[config.mk]
export PLATFORM = sky130hd
export DESIGN_NAME = flash_cmd_decoder
export DESIGN_NICKNAME = d
export VERILOG_FILES = /design/src/rtl/fcd_pkg.sv /design/src/rtl/fcd_ctx.sv /design/src/rtl/fcd_stat_cap.sv /design/src/rtl/fcd_seq.sv /design/src/rtl/flash_cmd_decoder.sv
export SDC_FILE = /design/constraint.sdc
export NUM_CORES = 1
export LEC_CHECK = 0
export BUFFER_PORTS_ARGS = -buffer_cell sky130_fd_sc_hd__buf_2
export CAP_MARGIN = 20
export CORE_AREA = 2 2 118 120
export DETAILED_ROUTE_END_ITERATION = 8
export DIE_AREA = 0 0 120 122
export GPL_ROUTABILITY_DRIVEN = 0
export HOLD_SLACK_MARGIN = 0.06
export MAX_ROUTING_LAYER = met4
export PLACE_DENSITY = 0.7
export RECOVER_POWER = 50
export SLEW_MARGIN = 0
export SYNTH_ARGS = -nofsm -noshare
export SYNTH_HDL_FRONTEND = slang
export SYNTH_SLANG_ARGS = --single-unit
export TNS_END_PERCENT = 10
[constraint.sdc]
create_clock -name clk -period 2.4 [get_ports clk]
set_input_delay 0 -clock clk [delete_from_list [all_inputs] [get_ports clk]]
set_output_delay 0 -clock clk [all_outputs]
set_load 0.005 [all_outputs]
[src/rtl/fcd_pkg.sv]
package fcd_pkg;

    localparam logic [7:0] C_RD_ARRAY = 8'hFF;
    localparam logic [7:0] C_RD_STAT  = 8'h70;
    localparam logic [7:0] C_RD_SIG   = 8'h90;
    localparam logic [7:0] C_RD_QRY   = 8'h98;
    localparam logic [7:0] C_CLR      = 8'h50;
    localparam logic [7:0] C_SUSP     = 8'hB0;
    localparam logic [7:0] C_CONFIRM  = 8'hD0;
    localparam logic [7:0] C_ERASE    = 8'h20;
    localparam logic [7:0] C_PROG     = 8'h40;
    localparam logic [7:0] C_PROG_ALT = 8'h10;
    localparam logic [7:0] C_DWPROG   = 8'h30;
    localparam logic [7:0] C_PSETUP   = 8'h60;
    localparam logic [7:0] C_PROT     = 8'h01;
    localparam logic [7:0] C_LOCK     = 8'h2F;
    localparam logic [7:0] C_PREG     = 8'hC0;

    typedef enum logic [1:0] {
        RM_ARRAY  = 2'd0,
        RM_STATUS = 2'd1,
        RM_SIG    = 2'd2,
        RM_QUERY  = 2'd3
    } rmode_t;

    typedef enum logic [2:0] {
        OP_ERASE  = 3'd0,
        OP_PROG   = 3'd1,
        OP_DWPROG = 3'd2,
        OP_PROT   = 3'd3,
        OP_UNPROT = 3'd4,
        OP_LOCK   = 3'd5,
        OP_PREG   = 3'd6
    } op_t;

    typedef enum logic [1:0] {
        CX_IDLE  = 2'd0,
        CX_BUSY  = 2'd1,
        CX_ESUSP = 2'd2,
        CX_PSUSP = 2'd3
    } ctx_t;

    typedef enum logic [2:0] {
        SQ_IDLE  = 3'd0,
        SQ_ERASE = 3'd1,
        SQ_PROG  = 3'd2,
        SQ_DW1   = 3'd3,
        SQ_DW2   = 3'd4,
        SQ_PROT  = 3'd5,
        SQ_PREG  = 3'd6
    } seq_t;

    typedef struct packed {
        logic start;
        logic susp;
        logic resume;
        logic clr;
        logic err;
    } req_t;

    function automatic logic is_read_cmd(input logic [7:0] c);
        return (c == C_RD_ARRAY) || (c == C_RD_STAT) || (c == C_RD_SIG) || (c == C_RD_QRY);
    endfunction

    function automatic logic cmd_legal(input ctx_t cx, input logic [7:0] c);
        logic ok;
        case (cx)
            CX_IDLE:  ok = is_read_cmd(c) || c == C_CLR || c == C_ERASE || c == C_PROG ||
                           c == C_PROG_ALT || c == C_DWPROG || c == C_PSETUP || c == C_PREG;
            CX_BUSY:  ok = (c == C_RD_STAT) || (c == C_SUSP);
            CX_ESUSP: ok = is_read_cmd(c) || c == C_CONFIRM || c == C_PROG ||
                           c == C_PROG_ALT || c == C_PSETUP || c == C_PREG;
            default:  ok = is_read_cmd(c) || c == C_CONFIRM;
        endcase
        return ok;
    endfunction

    function automatic rmode_t read_mode_of(input logic [7:0] c);
        rmode_t m;
        case (c)
            C_RD_STAT: m = RM_STATUS;
            C_RD_SIG:  m = RM_SIG;
            C_RD_QRY:  m = RM_QUERY;
            default:   m = RM_ARRAY;
        endcase
        return m;
    endfunction

endpackage

[src/rtl/fcd_ctx.sv]
module fcd_ctx
    import fcd_pkg::*;
(
    input  logic busy,
    input  logic ers_susp,
    input  logic prg_susp,
    output ctx_t ctx
);
    always_comb begin
        if (busy)          ctx = CX_BUSY;
        else if (ers_susp) ctx = CX_ESUSP;
        else if (prg_susp) ctx = CX_PSUSP;
        else               ctx = CX_IDLE;
    end
endmodule

[src/rtl/fcd_stat_cap.sv]
module fcd_stat_cap #(
    parameter int SW = 8
) (
    input  logic          clk,
    input  logic          rst,
    input  logic          rd_act,
    input  logic [SW-1:0] stat_in,
    output logic [SW-1:0] stat_out
);
    logic rd_act_d;

    always_ff @(posedge clk) begin
        if (rst) begin
            rd_act_d <= 1'b0;
            stat_out <= '0;
        end else begin
            rd_act_d <= rd_act;
            if (rd_act && !rd_act_d) stat_out <= stat_in;
        end
    end
endmodule

[src/rtl/fcd_seq.sv]
module fcd_seq
    import fcd_pkg::*;
#(
    parameter int AW = 21,
    parameter int DW = 16
) (
    input  logic          clk,
    input  logic          rst,
    input  logic          wr_stb,
    input  logic [AW-1:0] wr_addr,
    input  logic [DW-1:0] wr_data,
    input  ctx_t          ctx,
    output rmode_t        mode,
    output req_t          req,
    output op_t           op_kind,
    output logic [AW-1:0] op_addr,
    output logic [DW-1:0] op_data,
    output logic [AW-1:0] op_addr2,
    output logic [DW-1:0] op_data2
);
    localparam int CW = 8;

    seq_t          st, st_n;
    rmode_t        mode_n;
    req_t          req_n;
    op_t           kind_n;
    logic [AW-1:0] a1_q, a1_n, oa_n, oa2_n;
    logic [DW-1:0] d1_q, d1_n, od_n, od2_n;
    logic [CW-1:0] code;

    assign code = wr_data[CW-1:0];

    always_comb begin
        st_n   = st;
        mode_n = mode;
        req_n  = '0;
        kind_n = op_kind;
        a1_n   = a1_q;
        d1_n   = d1_q;
        oa_n   = op_addr;
        od_n   = op_data;
        oa2_n  = op_addr2;
        od2_n  = op_data2;
        if (wr_stb) begin
            case (st)
                SQ_IDLE: begin
                    if (ctx == CX_BUSY) begin
                        if (code == C_RD_STAT)  mode_n = RM_STATUS;
                        else if (code == C_SUSP) req_n.susp = 1'b1;
                    end else if (!cmd_legal(ctx, code)) begin
                        mode_n = RM_ARRAY;
                    end else begin
                        case (code)
                            C_CLR: begin
                                req_n.clr = 1'b1;
                                mode_n    = RM_ARRAY;
                            end
                            C_CONFIRM: begin
                                req_n.resume = 1'b1;
                                mode_n       = RM_STATUS;
                            end
                            C_ERASE:             st_n = SQ_ERASE;
                            C_PROG, C_PROG_ALT:  st_n = SQ_PROG;
                            C_DWPROG:            st_n = SQ_DW1;
                            C_PSETUP:            st_n = SQ_PROT;
                            C_PREG:              st_n = SQ_PREG;
                            default:             mode_n = read_mode_of(code);
                        endcase
                    end
                end
                SQ_ERASE: begin
                    st_n   = SQ_IDLE;
                    mode_n = RM_STATUS;
                    if (code == C_CONFIRM) begin
                        req_n.start = 1'b1;
                        kind_n      = OP_ERASE;
                        oa_n        = wr_addr;
                    end else begin
                        req_n.err = 1'b1;
                    end
                end
                SQ_PROG, SQ_PREG: begin
                    req_n.start = 1'b1;
                    kind_n      = (st == SQ_PROG) ? OP_PROG : OP_PREG;
                    oa_n        = wr_addr;
                    od_n        = wr_data;
                    st_n        = SQ_IDLE;
                    mode_n      = RM_STATUS;
                end
                SQ_DW1: begin
                    a1_n = wr_addr;
                    d1_n = wr_data;
                    st_n = SQ_DW2;
                end
                SQ_DW2: begin
                    st_n   = SQ_IDLE;
                    mode_n = RM_STATUS;
                    if (wr_addr[AW-1:1] == a1_q[AW-1:1]) begin
                        req_n.start = 1'b1;
                        kind_n      = OP_DWPROG;
                        oa_n        = a1_q;
                        od_n        = d1_q;
                        oa2_n       = wr_addr;
                        od2_n       = wr_data;
                    end else begin
                        req_n.err = 1'b1;
                    end
                end
                SQ_PROT: begin
                    st_n   = SQ_IDLE;
                    mode_n = RM_STATUS;
                    oa_n   = wr_addr;
                    case (code)
                        C_PROT:    begin req_n.start = 1'b1; kind_n = OP_PROT;   end
                        C_CONFIRM: begin req_n.start = 1'b1; kind_n = OP_UNPROT; end
                        C_LOCK:    begin req_n.start = 1'b1; kind_n = OP_LOCK;   end
                        default:   req_n.err = 1'b1;
                    endcase
                end
                default: st_n = SQ_IDLE;
            endcase
        end
    end

    always_ff @(posedge clk) begin
        if (rst) begin
            st       <= SQ_IDLE;
            mode     <= RM_ARRAY;
            req      <= '0;
            op_kind  <= OP_ERASE;
            a1_q     <= '0;
            d1_q     <= '0;
            op_addr  <= '0;
            op_data  <= '0;
            op_addr2 <= '0;
            op_data2 <= '0;
        end else begin
            st       <= st_n;
            mode     <= mode_n;
            req      <= req_n;
            op_kind  <= kind_n;
            a1_q     <= a1_n;
            d1_q     <= d1_n;
            op_addr  <= oa_n;
            op_data  <= od_n;
            op_addr2 <= oa2_n;
            op_data2 <= od2_n;
        end
    end
endmodule

[src/rtl/flash_cmd_decoder.sv]
module flash_cmd_decoder
    import fcd_pkg::*;
#(
    parameter int AW = 21,
    parameter int DW = 16,
    parameter int SW = 8
) (
    input  logic          clk,
    input  logic          rst,
    input  logic          wr_stb,
    input  logic [AW-1:0] wr_addr,
    input  logic [DW-1:0] wr_data,
    input  logic          busy,
    input  logic          ers_susp,
    input  logic          prg_susp,
    input  logic          rd_act,
    input  logic [SW-1:0] stat_in,
    output logic [1:0]    rd_sel,
    output logic [SW-1:0] stat_out,
    output logic          op_start,
    output logic [2:0]    op_kind,
    output logic [AW-1:0] op_addr,
    output logic [DW-1:0] op_data,
    output logic [AW-1:0] op_addr2,
    output logic [DW-1:0] op_data2,
    output logic          susp_req,
    output logic          resume_req,
    output logic          clr_req,
    output logic          seq_err
);
    ctx_t   ctx;
    rmode_t mode;
    req_t   req;
    op_t    kind;

    fcd_ctx u_ctx (
        .busy     (busy),
        .ers_susp (ers_susp),
        .prg_susp (prg_susp),
        .ctx      (ctx)
    );

    fcd_seq #(.AW(AW), .DW(DW)) u_seq (
        .clk      (clk),
        .rst      (rst),
        .wr_stb   (wr_stb),
        .wr_addr  (wr_addr),
        .wr_data  (wr_data),
        .ctx      (ctx),
        .mode     (mode),
        .req      (req),
        .op_kind  (kind),
        .op_addr  (op_addr),
        .op_data  (op_data),
        .op_addr2 (op_addr2),
        .op_data2 (op_data2)
    );

    fcd_stat_cap #(.SW(SW)) u_stat (
        .clk      (clk),
        .rst      (rst),
        .rd_act   (rd_act),
        .stat_in  (stat_in),
        .stat_out (stat_out)
    );

    assign rd_sel     = (ctx == CX_BUSY) ? RM_STATUS : mode;
    assign op_kind    = kind;
    assign op_start   = req.start;
    assign susp_req   = req.susp;
    assign resume_req = req.resume;
    assign clr_req    = req.clr;
    assign seq_err    = req.err;
endmodule

==> results.json, run 1 <==
{
  "status": "finished clean",
  "clkLatencyLatePin_ns": 0.42,
  "most_common_cell_in_the_netlist": "dfxtp_1",
  "worstSetupStartpointType": "input pin",
  "area_delta_synth_final_pct": 32.17,
  "fraction_of_power_consumed_by_sequential_logic_pct": 44.0,
  "max_cap_violations": 0,
  "slew_violations": 0,
  "synthDominantAreaCellType": "dfxtp_1",
  "avgViaCountPerCell": 5.256,
  "worstSetupEndpointType": "register",
  "avgRoutedWirePerCell_um": 15.17,
  "p_leak_nw": 3.350,
  "tritoncts": "yes",
  "r2r_slack_ns": 0.23,
  "drtIter0Drc": 431,
  "place.port_buffers": 143,
  "initial_core_util_pct": 43.86,
  "power.internal_mw": 3.910,
  "wire_length_of_the_first_global_routing_pass_um": 25590,
  "synth_cell_type_count": 50,
  "wirelength_um": 15940,
  "criticalPathCategory": "in -> reg",
  "post_synth_inst_count": 681,
  "holdCritPathClass": "in -> reg",
  "max_slew_margin_pct": 42.01,
  "tightest_slew_ns": 0.8698,
  "vias": 5524,
  "synth_top_flop_cell": "dfxtp_1",
  "synth-seq-cells": 133,
  "multi_input_area_um2": 3015,
  "die_width_um": 120,
  "final_net_count": 915,
  "detail-route-antenna-nets": 0,
  "antenna_found_initial": 0,
  "drc_errors": 0,
  "worst_ep_required_time_ns": 2.74,
  "cts-htree-levels": 4,
  "first_global_vias": 5119,
  "max_freq_mhz": 436.0,
  "cp-endpoint": "u_seq.st[1]",
  "nFillCells": 1215,
  "final_setup_slack_of_the_worst_path_ns": 0.1066,
  "cellPowerDensity_nw_per_um2": 646.5,
  "power_switching_mw": 1.152,
  "die_h_um": 122,
  "layout_cells_sized_above_1_pct": 16.76,
  "count_of_final_hold_check_violations": 0,
  "top_level_ports": 144,
  "setup-violations-final": 0,
  "synth_edf_count": 0,
  "yosysWarningCount": 0,
  "worst_clock_skew_ns": 0.008340,
  "hpwlAfterDp_um": 10120,
  "synth-seq-area-share_pct": 44.95,
  "clock_tree.buffer_depth": 2,
  "timing.final.crit_share_pct": 95.56,
  "final.setup.tns_ns": 0,
  "cp-startpoint": "wr_data[0]",
  "comb_power_share_pct": 6.3,
  "clock_tree_root_driver_cell": "clkbuf_16",
  "power.share.clock_pct": 49.7,
  "synth_top_cells_by_area": "dfxtp_1 (45%), mux2i_1 (11%), nand2_1 (8.0%), a21oi_1 (6.0%), a311oi_1 (5.6%)",
  "final-seq-area_um2": 2663,
  "row_count": 43,
  "synth_area_um2": 5923,
  "timing.rr.end": "u_seq.op_data2[1]",
  "numCtsBuffers": 17,
  "drt_pass1_iterations": 5,
  "postSynthAreaPerCell_um2": 8.698,
  "netSwitchingFraction_pct": 22.75,
  "fp.dieArea_um2": 14640,
  "synth.net_count": 738,
  "critical_path_peak_fanout": 7,
  "synth_largest_type_area_fraction_pct": 44.95,
  "grt_start_max_net_pins": 127,
  "antenna-diode-count": 0,
  "placeable_core_area_um2": 13500,
  "post-place-ws_ns": 0.2444,
  "commonest_cells_post_synth": "dfxtp_1 (133), nand2_1 (126), a21oi_1 (71), nor2_1 (69), mux2i_1 (68)",
  "timing.final.crit_period_ns": 2.293,
  "clock_sink_count": 133,
  "grt_setup_unrepaired": "no",
  "gr-usage-all-layers_pct": 22.67,
  "ir_drop_v": 0.0004237,
  "clkSlewWorstSetupHoldPaths_ns": 0.06,
  "critical_path.reg2reg.startpoint": "u_seq.st[0]",
  "postSynth.asyncResetShare_pct": 0,
  "ff2ff_path_depth": 7,
  "timing.critical_path.arrival_ns": 2.63,
  "globalRoute.totalOverflow": 0
}
==> critical path, stage by stage <==
cell and delay (ns):
dlygate4sd3_1 0.55, buf_2 0.17, or4_4 0.54, or3_1 0.38, nor4b_4 0.16, a2111oi_4 0.34
mux2_1 0.36, a21oi_1 0.15
==> worst min-delay path by stage <==
stage | startpoint | endpoint | slack [ns] | depth (start not counted)
floorplan | rd_act | u_stat.rd_act_d | 0.13 | 1
global placement | rd_act | u_stat.rd_act_d | 0.22 | 2
global route | rd_act | u_stat.rd_act_d | 0.35 | 3
finish | prg_susp | u_seq.mode[0] | 0.30 | 7
detailed placement | rd_act | u_stat.rd_act_d | 0.23 | 2
CTS | prg_susp | u_seq.mode[0] | 0.29 | 7
==> cell usage in the layout, fill, tap and decap left out, types with 3 or more instances in the layout <==
cell type      instances
a311oi_1              38
buf_4                 15
a21oi_1               71
ha_1                   5
dfxtp_1              133
nor2_1                69
o211ai_1               3
clkinv_4               3
clkbuf_1              64
nor4_1                 7
and3_1                 3
inv_1                  9
clkinvlp_4             3
nand2_1              126
dlygate4sd3_1         50
xor2_1                20
nand3_1                8
buf_2                 80
clkinv_2               5
nand4_1                3
mux2i_1               68
o21ai_0                9
a31oi_1                3
buf_12                 3
nor2b_1                6
nor3_1                 8
clkbuf_16             17
==> flip-flops by register name, indices dropped and copies added, names as in the netlist <==
signal           flops
u_seq.a1_q          21
u_seq.op_addr2      21
u_seq.op_addr       21
u_seq.d1_q          16
u_seq.op_data2      16
u_seq.op_data       16
u_stat.stat_out      8
u_seq.req            5
u_seq.op_kind        3
u_seq.st             3
u_seq.mode           2
u_stat.rd_act_d      1
==> power by group through the flow <==
stage                     Clock, mW  Sequential [mW]  Combinational, mW
after floorplan                   0             2.27              0.137
after global placement            0             2.27              0.255
after detailed placement          0             2.27              0.255
after CTS                      2.57             2.22              0.317
after global routing           2.67             2.23              0.347
final                          2.52             2.23              0.318
==> final cells by class <==
| class | instances | share of cell area [%] |
|---|---|---|
| clock buffer | 19 | 5.658 |
| inverter | 9 | 0.4315 |
| sequential | 133 | 34.01 |
| tap | 180 | 2.877 |
| timing repair buffer | 212 | 16.80 |
| multi-input combinational | 485 | 38.52 |
| clock inverter | 13 | 1.710 |
==> metal layers <==
| layer | part of all wire [%] | wire length [µm] | GRT usage, % | vias to the layer above |
|---|---|---|---|---|
| met5 | 0 | 0 | - | - |
| met4 | 1.8 | 293 | 8.309 | 0 |
| met3 | 4.9 | 782 | 5.290 | 28 |
| met2 | 48 | 7577 | 36.08 | 164 |
| met1 | 46 | 7289 | 28.16 | 2571 |
| li1 | - | - | - | 2761 |
==> kinds of logic (layout without fill, tap and decap cells) <==
kind of cell	after synthesis	after routing	synth area share, %
buffers and inverters	63	253	4.520
AOI/OAI and AO/OA	140	140	15.89
muxes	70	70	11.87
xor gates and xnor gates	20	20	2.957
adders and majority gates	5	5	1.056
and+or+nand+nor	250	250	18.76
DFF	133	133	44.95
==> stage by stage <==
stage	area (µm²)	instances	power [mW]	hold WS, ns	util [%]
finish	7829	1051	5.061	0.2973	57.97
global route	7829	1051	5.240	0.3536	57.97
CTS	7913	1051	5.114	0.2896	58.59
detailed placement	6835	969	2.528	0.2293	50.62
global placement	6835	969	2.527	0.2183	50.62
floorplan	5923	681	2.410	0.1282	-
==> timing repair <==
item	4_1_cts	5_1_grt
hold buffers	50	0
buffers inserted	0	0
gates resized for setup	0	0
setup endpoints to repair	0	0
endpoints found under the hold margin	127	0
Power figures use the tool's default switching activity.
==> run 2, diff against run 1 <==
- PLACE_DENSITY: 0.7 -> 0.78
==> run 2 against run 1 <==
Net effect: register-to-register slack got worse by 0.04 ns; first-iteration DRC count decreased by 16%; sequential power about the same; design area increased by 1.7%; wire length increased by 1.7%; total power increased by 11%; maximum frequency decreased by 1.7%; hold slack improved by 0.0050 ns; count of clock-buffer cells in the layout increased by 2; utilization increased by 0.98 points; combinational power about the same; largest cell class unchanged.
==> results.json, run 2 (synthesis results as in run 1) <==
{
  "cellPowerDensity_nw_per_um2": 703.1,
  "tritoncts": "yes",
  "power.internal_mw": 4.426,
  "hold-path-endpoint": "u_seq.mode[0]",
  "die_width_um": 120,
  "top_level_ports": 144,
  "place.port_buffers": 143,
  "layout_cells_sized_above_1_pct": 17.40,
  "wire_length_of_the_first_global_routing_pass_um": 26330,
  "met2_length_um": 7634,
  "avgRoutedWirePerCell_um": 15.47,
  "clock_tree_root_driver_cell": "clkbuf_16",
  "max_cap_violations": 0,
  "max_slew_margin_pct": 43.41,
  "final_util_pct": 58.95,
  "met1Wirelength_um": 7276,
  "vias": 5560,
  "mostFrequentLayoutCell": "dfxtp_1",
  "globalRoute.totalOverflow": 0,
  "fp.dieArea_um2": 14640,
  "worstSetupEndpointType": "register",
  "first_global_vias": 5377,
  "max_freq_mhz": 428.5,
  "power_switching_mw": 1.172,
  "antenna_found_initial": 0,
  "layout.cells.most_common_list": "dfxtp_1 (133), nand2_1 (126), buf_2 (84)",
  "ff2ff_path_depth": 7,
  "detail-route-antenna-nets": 0,
  "antenna-diode-count": 0,
  "final_net_count": 912,
  "row_count": 43,
  "numCtsBuffers": 17,
  "timing.critical_path.arrival_ns": 2.69,
  "power_mw": 5.598,
  "worst_hold_startpoint": "prg_susp",
  "critical_path.reg2reg.startpoint": "u_seq.a1_q[13]",
  "clkSlewWorstSetupHoldPaths_ns": 0.06,
  "r2r_slack_ns": 0.19,
  "top_signal_layer_used": "met4",
  "setup-violations-final": 0,
  "layout_top_registers": "u_seq.a1_q (21), u_seq.op_addr2 (21), u_seq.op_addr (21)",
  "critical_path_peak_fanout": 7,
  "ir_drop_v": 0.0004824,
  "drtIter0Drc": 361,
  "post-place-ws_ns": 0.2200,
  "gr-usage-all-layers_pct": 23.28,
  "grt_setup_unrepaired": "yes",
  "timing.final.crit_share_pct": 97.24,
  "worstSetupStartpointType": "input pin",
  "holdCritPathClass": "in -> reg",
  "slew_violations": 0,
  "grt_start_max_net_pins": 96,
  "netSwitchingFraction_pct": 20.94,
  "final_setup_slack_of_the_worst_path_ns": 0.06619,
  "tightest_slew_ns": 0.8471,
  "count_of_final_hold_check_violations": 0,
  "power.share.clock_pct": 54.5,
  "p_leak_nw": 3.430,
  "wirelength_um": 16210,
  "drc_errors": 0,
  "hold-path-cell-count": 7,
  "met3_length_um": 959,
  "placeable_core_area_um2": 13500,
  "worst_ep_required_time_ns": 2.75,
  "status": "finished clean",
  "worst_clock_skew_ns": 0.006948,
  "area_delta_synth_final_pct": 34.41,
  "fraction_of_power_consumed_by_sequential_logic_pct": 39.8,
  "timing.final.crit_period_ns": 2.334,
  "clkLatencyLatePin_ns": 0.42,
  "clock_tree.buffer_depth": 2,
  "initial_core_util_pct": 43.86,
  "criticalPathCategory": "in -> reg",
  "hpwlAfterDp_um": 10040,
  "die_h_um": 122,
  "cts-htree-levels": 4,
  "comb_power_share_pct": 5.7,
  "avgViaCountPerCell": 5.305,
  "clock_sink_count": 133,
  "timing.rr.end": "u_seq.op_data[4]",
  "drt_pass1_iterations": 4
}
-- run 2: cell count changes in the layout (fill, tap and decap cells not counted), moves of 2 or more --
cell	delta
clkinv_2	-4
clkinv_4	-3
clkbuf_1	-6
inv_6	+2
clkbuf_8	+3
buf_2	+4
bufinv_16	+4
buf_4	-4
-- run 2: how the worst max path moves through the flow --
| stage | startpoint | end | slack (ns) | cells past startpoint |
|---|---|---|---|---|
| after global placement | u_seq.a1_q[8] | u_seq.op_addr[5] | 0.28 | 7 |
| after floorplan | u_seq.st[0] | u_seq.op_addr2[10] | 0.26 | 9 |
| final | wr_data[0] | u_seq.st[1] | 0.07 | 8 |
| after global routing | wr_data[0] | u_seq.st[1] | -0.02 | 8 |
| after detailed placement | u_seq.a1_q[8] | u_seq.op_addr[3] | 0.22 | 7 |
| after CTS | u_seq.st[0] | u_seq.req[3] | 0.08 | 7 |
-- run 2: worst max-delay path, stage by stage --
cell           delay (ns)
dlygate4sd3_1        0.55
buf_2                0.17
or4_4                0.55
or3_1                0.39
nor4b_4              0.16
a2111oi_4            0.37
mux2_1               0.36
a21oi_1              0.14
-- run 2: power by group through the flow --
stage	Sequential [mW]	Clock, mW	Combinational [mW]
CTS	2.22	3.09	0.315
detailed placement	2.27	0	0.252
floorplan	2.27	0	0.137
global route	2.23	3.20	0.351
global placement	2.27	0	0.249
finish	2.23	3.05	0.321
-- run 2: layer usage --
layer / global-route usage [%] / vias to the layer above
li1: - / 2738
met2: 36.90 / 183
met5: - / -
met3: 5.758 / 31
met4: 10.07 / 0
met1: 28.24 / 2608
-- run 2: layout make-up --
cell class	count	area, µm²
sequential	133	2663
tap	180	225.2
clock inverter	11	217.7
timing repair buffer	209	1318
inverter	9	33.78
multi-input combinational	485	3024
fill	1173	5543
clock buffer	21	480.5
-- run 2: through the flow --
| step | instances | TNS [ns] | hold slack, ns | instance area, µm² |
|---|---|---|---|---|
| 2_1_floorplan | 681 | 0 | 0.1282 | 5923 |
| 3_3_place_gp | 966 | 0 | 0.2194 | 6825 |
| 3_5_place_dp | 966 | 0 | 0.2452 | 6825 |
| 4_1_cts | 1048 | 0 | 0.2834 | 8024 |
| 5_1_grt | 1048 | -0.01627 | 0.3655 | 7961 |
| 6_report | 1048 | 0 | 0.3022 | 7961 |
-- run 2: what timing repair did --
item                                   in CTS  in global routing
endpoints found under the hold margin     128                  0
setup endpoints to repair                   0                  7
setup buffers                               0                  0
hold buffers                               50                  0
gates resized for setup                     0                  3
==> run 3, diff against run 2 <==
- ABC_AREA: unset -> 1
- CORE_AREA: 2 2 118 120 -> 2 2 120 122
- DIE_AREA: 0 0 120 122 -> 0 0 122 124
==> run 3 against run 2 <==
Net effect: design area fell by 0.31%; largest power group unchanged; non-clock buffer count did not move; sequential power barely moved; critical path type is now reg -> reg; first-iteration DRC count rose by 44%; cell count rose by 17%; sequential share of layout area rose by 0.11 points; combinational power barely moved; global-route usage rose by 0.82 points; critical endpoint is now u_seq.op_data2[8]; critical path depth rose by 1; register-to-register slack improved by 0.06 ns; via count rose by 12%; maximum frequency rose by 8.4%.
==> results.json, run 3 <==
{
  "layout_top_registers": "u_seq.a1_q (21), u_seq.op_addr2 (21), u_seq.op_addr (21)",
  "first_global_vias": 5884,
  "criticalPathCategory": "reg -> reg",
  "worst_ep_required_time_ns": 2.75,
  "ir_drop_v": 0.0004598,
  "numCtsBuffers": 17,
  "nFillCells": 1258,
  "place.port_buffers": 143,
  "final_util_pct": 57.85,
  "hpwlAfterDp_um": 11370,
  "avgViaCountPerCell": 5.088,
  "final.setup.tns_ns": 0,
  "initial_core_util_pct": 44.78,
  "worstSetupStartpointType": "register",
  "avgRoutedWirePerCell_um": 14.25,
  "tightest_slew_ns": 0.6279,
  "count_of_final_hold_check_violations": 0,
  "max_freq_mhz": 464.4,
  "timing.critical_path.arrival_ns": 2.50,
  "hold-path-cell-count": 2,
  "clkLatencyLatePin_ns": 0.43,
  "min_hold_slack_ns": 0.08400,
  "most_common_cell_in_the_netlist": "nand2_1",
  "ff2ff_path_depth": 9,
  "max_cap_violations": 0,
  "cts-htree-levels": 4,
  "final-instance-count-excl-fill": 1226,
  "wirelength_um": 17470,
  "postSynth.asyncResetShare_pct": 0,
  "grt_start_max_net_pins": 79,
  "synth-seq-area-share_pct": 43.34,
  "r2r_slack_ns": 0.25,
  "placeable_core_area_um2": 13720,
  "clock_sink_count": 133,
  "area_delta_synth_final_pct": 29.19,
  "timing.rr.end": "u_seq.op_data2[8]",
  "drc_errors": 0,
  "placedInstanceArea_um2": 6928,
  "commonest_cells_post_synth": "nand2_1 (174), dfxtp_1 (133), a21oi_1 (117), o21ai_0 (87), inv_1 (76)",
  "hold-path-endpoint": "u_seq.op_kind[0]",
  "critical_path.reg2reg.startpoint": "u_seq.st[1]",
  "synth.net_count": 921,
  "drtIter0Drc": 521,
  "synth_edf_count": 0,
  "top_level_ports": 144,
  "worst_clock_skew_ns": 0.005002,
  "yosysWarningCount": 0,
  "postSynthAreaPerCell_um2": 7.110,
  "die_width_um": 122,
  "cts_post_setup_buffers_inserted": 0,
  "tritoncts": "yes",
  "die_h_um": 124,
  "max_slew_margin_pct": 58.14,
  "drt_pass1_iterations": 5,
  "setup-violations-final": 0,
  "p_leak_nw": 3.242,
  "wire_length_of_the_first_global_routing_pass_um": 27990,
  "final_setup_slack_of_the_worst_path_ns": 0.2465,
  "post-place-ws_ns": 0.05322,
  "fp.dieArea_um2": 15130,
  "gr-usage-all-layers_pct": 24.10,
  "layout_cell_area_excl_fill_um2": 7936,
  "antenna_found_initial": 0,
  "layout.cells.most_common_list": "nand2_1 (175), dfxtp_1 (133), a21oi_1 (117)",
  "multi_input_area_um2": 2869,
  "cellPowerDensity_nw_per_um2": 648.2,
  "clock_tree_root_driver_cell": "clkbuf_16",
  "status": "finished clean",
  "synth_top_cells_by_area": "dfxtp_1 (43%), nand2_1 (11%), a21oi_1 (9.5%), o21ai_0 (7.1%), nand3_1 (5.5%)",
  "post_synth_inst_count": 864,
  "post-place-cells": 1144,
  "final-seq-area_um2": 2663,
  "synth_largest_type_area_fraction_pct": 43.34,
  "detail-route-antenna-nets": 0,
  "timing.final.crit_period_ns": 2.154,
  "synth-seq-cells": 133,
  "final_net_count": 1090,
  "slew_violations": 0,
  "layout_cells_sized_above_1_pct": 14.91,
  "row_count": 43,
  "synth_cell_type_count": 28,
  "worstSetupEndpointType": "register",
  "clkSlewWorstSetupHoldPaths_ns": 0.06,
  "critical_path_peak_fanout": 78,
  "synth_top_flop_cell": "dfxtp_1",
  "power_mw": 5.144,
  "synthDominantAreaCellType": "dfxtp_1",
  "worst_hold_startpoint": "rst",
  "holdCritPathClass": "in -> reg",
  "globalRoute.totalOverflow": 0,
  "timing.final.crit_share_pct": 89.73,
  "antenna-diode-count": 0,
  "mostFrequentLayoutCell": "nand2_1",
  "grt_setup_unrepaired": "no",
  "clock_tree.buffer_depth": 2,
  "vias": 6238,
  "synth_area_um2": 6143
}
-- run 3: cell families after synthesis --
group	Yosys count	share of synthesized area [%]
xor gates and xnor gates	13	1.853
DFF	133	43.34
buffers and inverters	139	10.04
and+or+nand+nor	357	25.78
adders and majority gates	5	1.018
AOI/OAI and AO/OA	217	17.96
-- run 3: report_power, final --
| part | internal, mW | leakage (nW) | switching, mW |
|---|---|---|---|
| clock network | 1.61 | 0.284 | 0.989 |
| logic | 0.140 | 1.88 | 0.183 |
| registers | 2.22 | 1.07 | 0.00533 |
| total | 3.97 | 3.24 | 1.18 |
-- run 3: layer usage --
metal  vias up  track usage (%)  part of all wire, %
li1       3190                -                    -
met4         0            11.57                  3.1
met5         -                -                    0
met3        41            5.082                  4.9
met1      2806            29.26                   44
met2       201            38.34                   48
-- run 3: worst max-delay path by stage --
stage / from / to / depth (start not counted)
final: u_seq.st[1] / u_seq.op_data2[8] / 9
after global placement: u_seq.st[0] / u_seq.op_addr[9] / 10
after floorplan: u_seq.st[0] / u_seq.op_addr2[15] / 8
after detailed placement: u_seq.st[1] / u_seq.op_data[10] / 8
after global routing: u_seq.st[1] / u_seq.op_kind[2] / 11
after CTS: u_seq.st[1] / u_seq.op_data[7] / 8
-- run 3: timing repair --
item,CTS,global route
hold endpoints to repair,119,0
endpoints found under the setup margin,0,61
gates resized for setup,0,3
hold buffers,50,0
-- run 3: final cells by class --
| cell class | instances | area share (%) |
|---|---|---|
| inverters | 80 | 3.784 |
| clock inverters | 12 | 1.608 |
| flip-flops and latches | 133 | 33.55 |
| multi-input cells | 592 | 36.15 |
| clock buffers | 20 | 5.881 |
| repair buffers | 209 | 16.19 |
| well taps | 180 | 2.838 |
-- run 3: worst max-delay path: stages (launching register included) --
cell     delay [ns]
dfxtp_1        0.43
inv_1          0.12
ha_1           0.21
nand2_2        0.08
buf_6          0.41
nor2_4         0.07
nand2_2        0.20
buf_12         0.23
nand2_1        0.10
a21oi_1        0.17
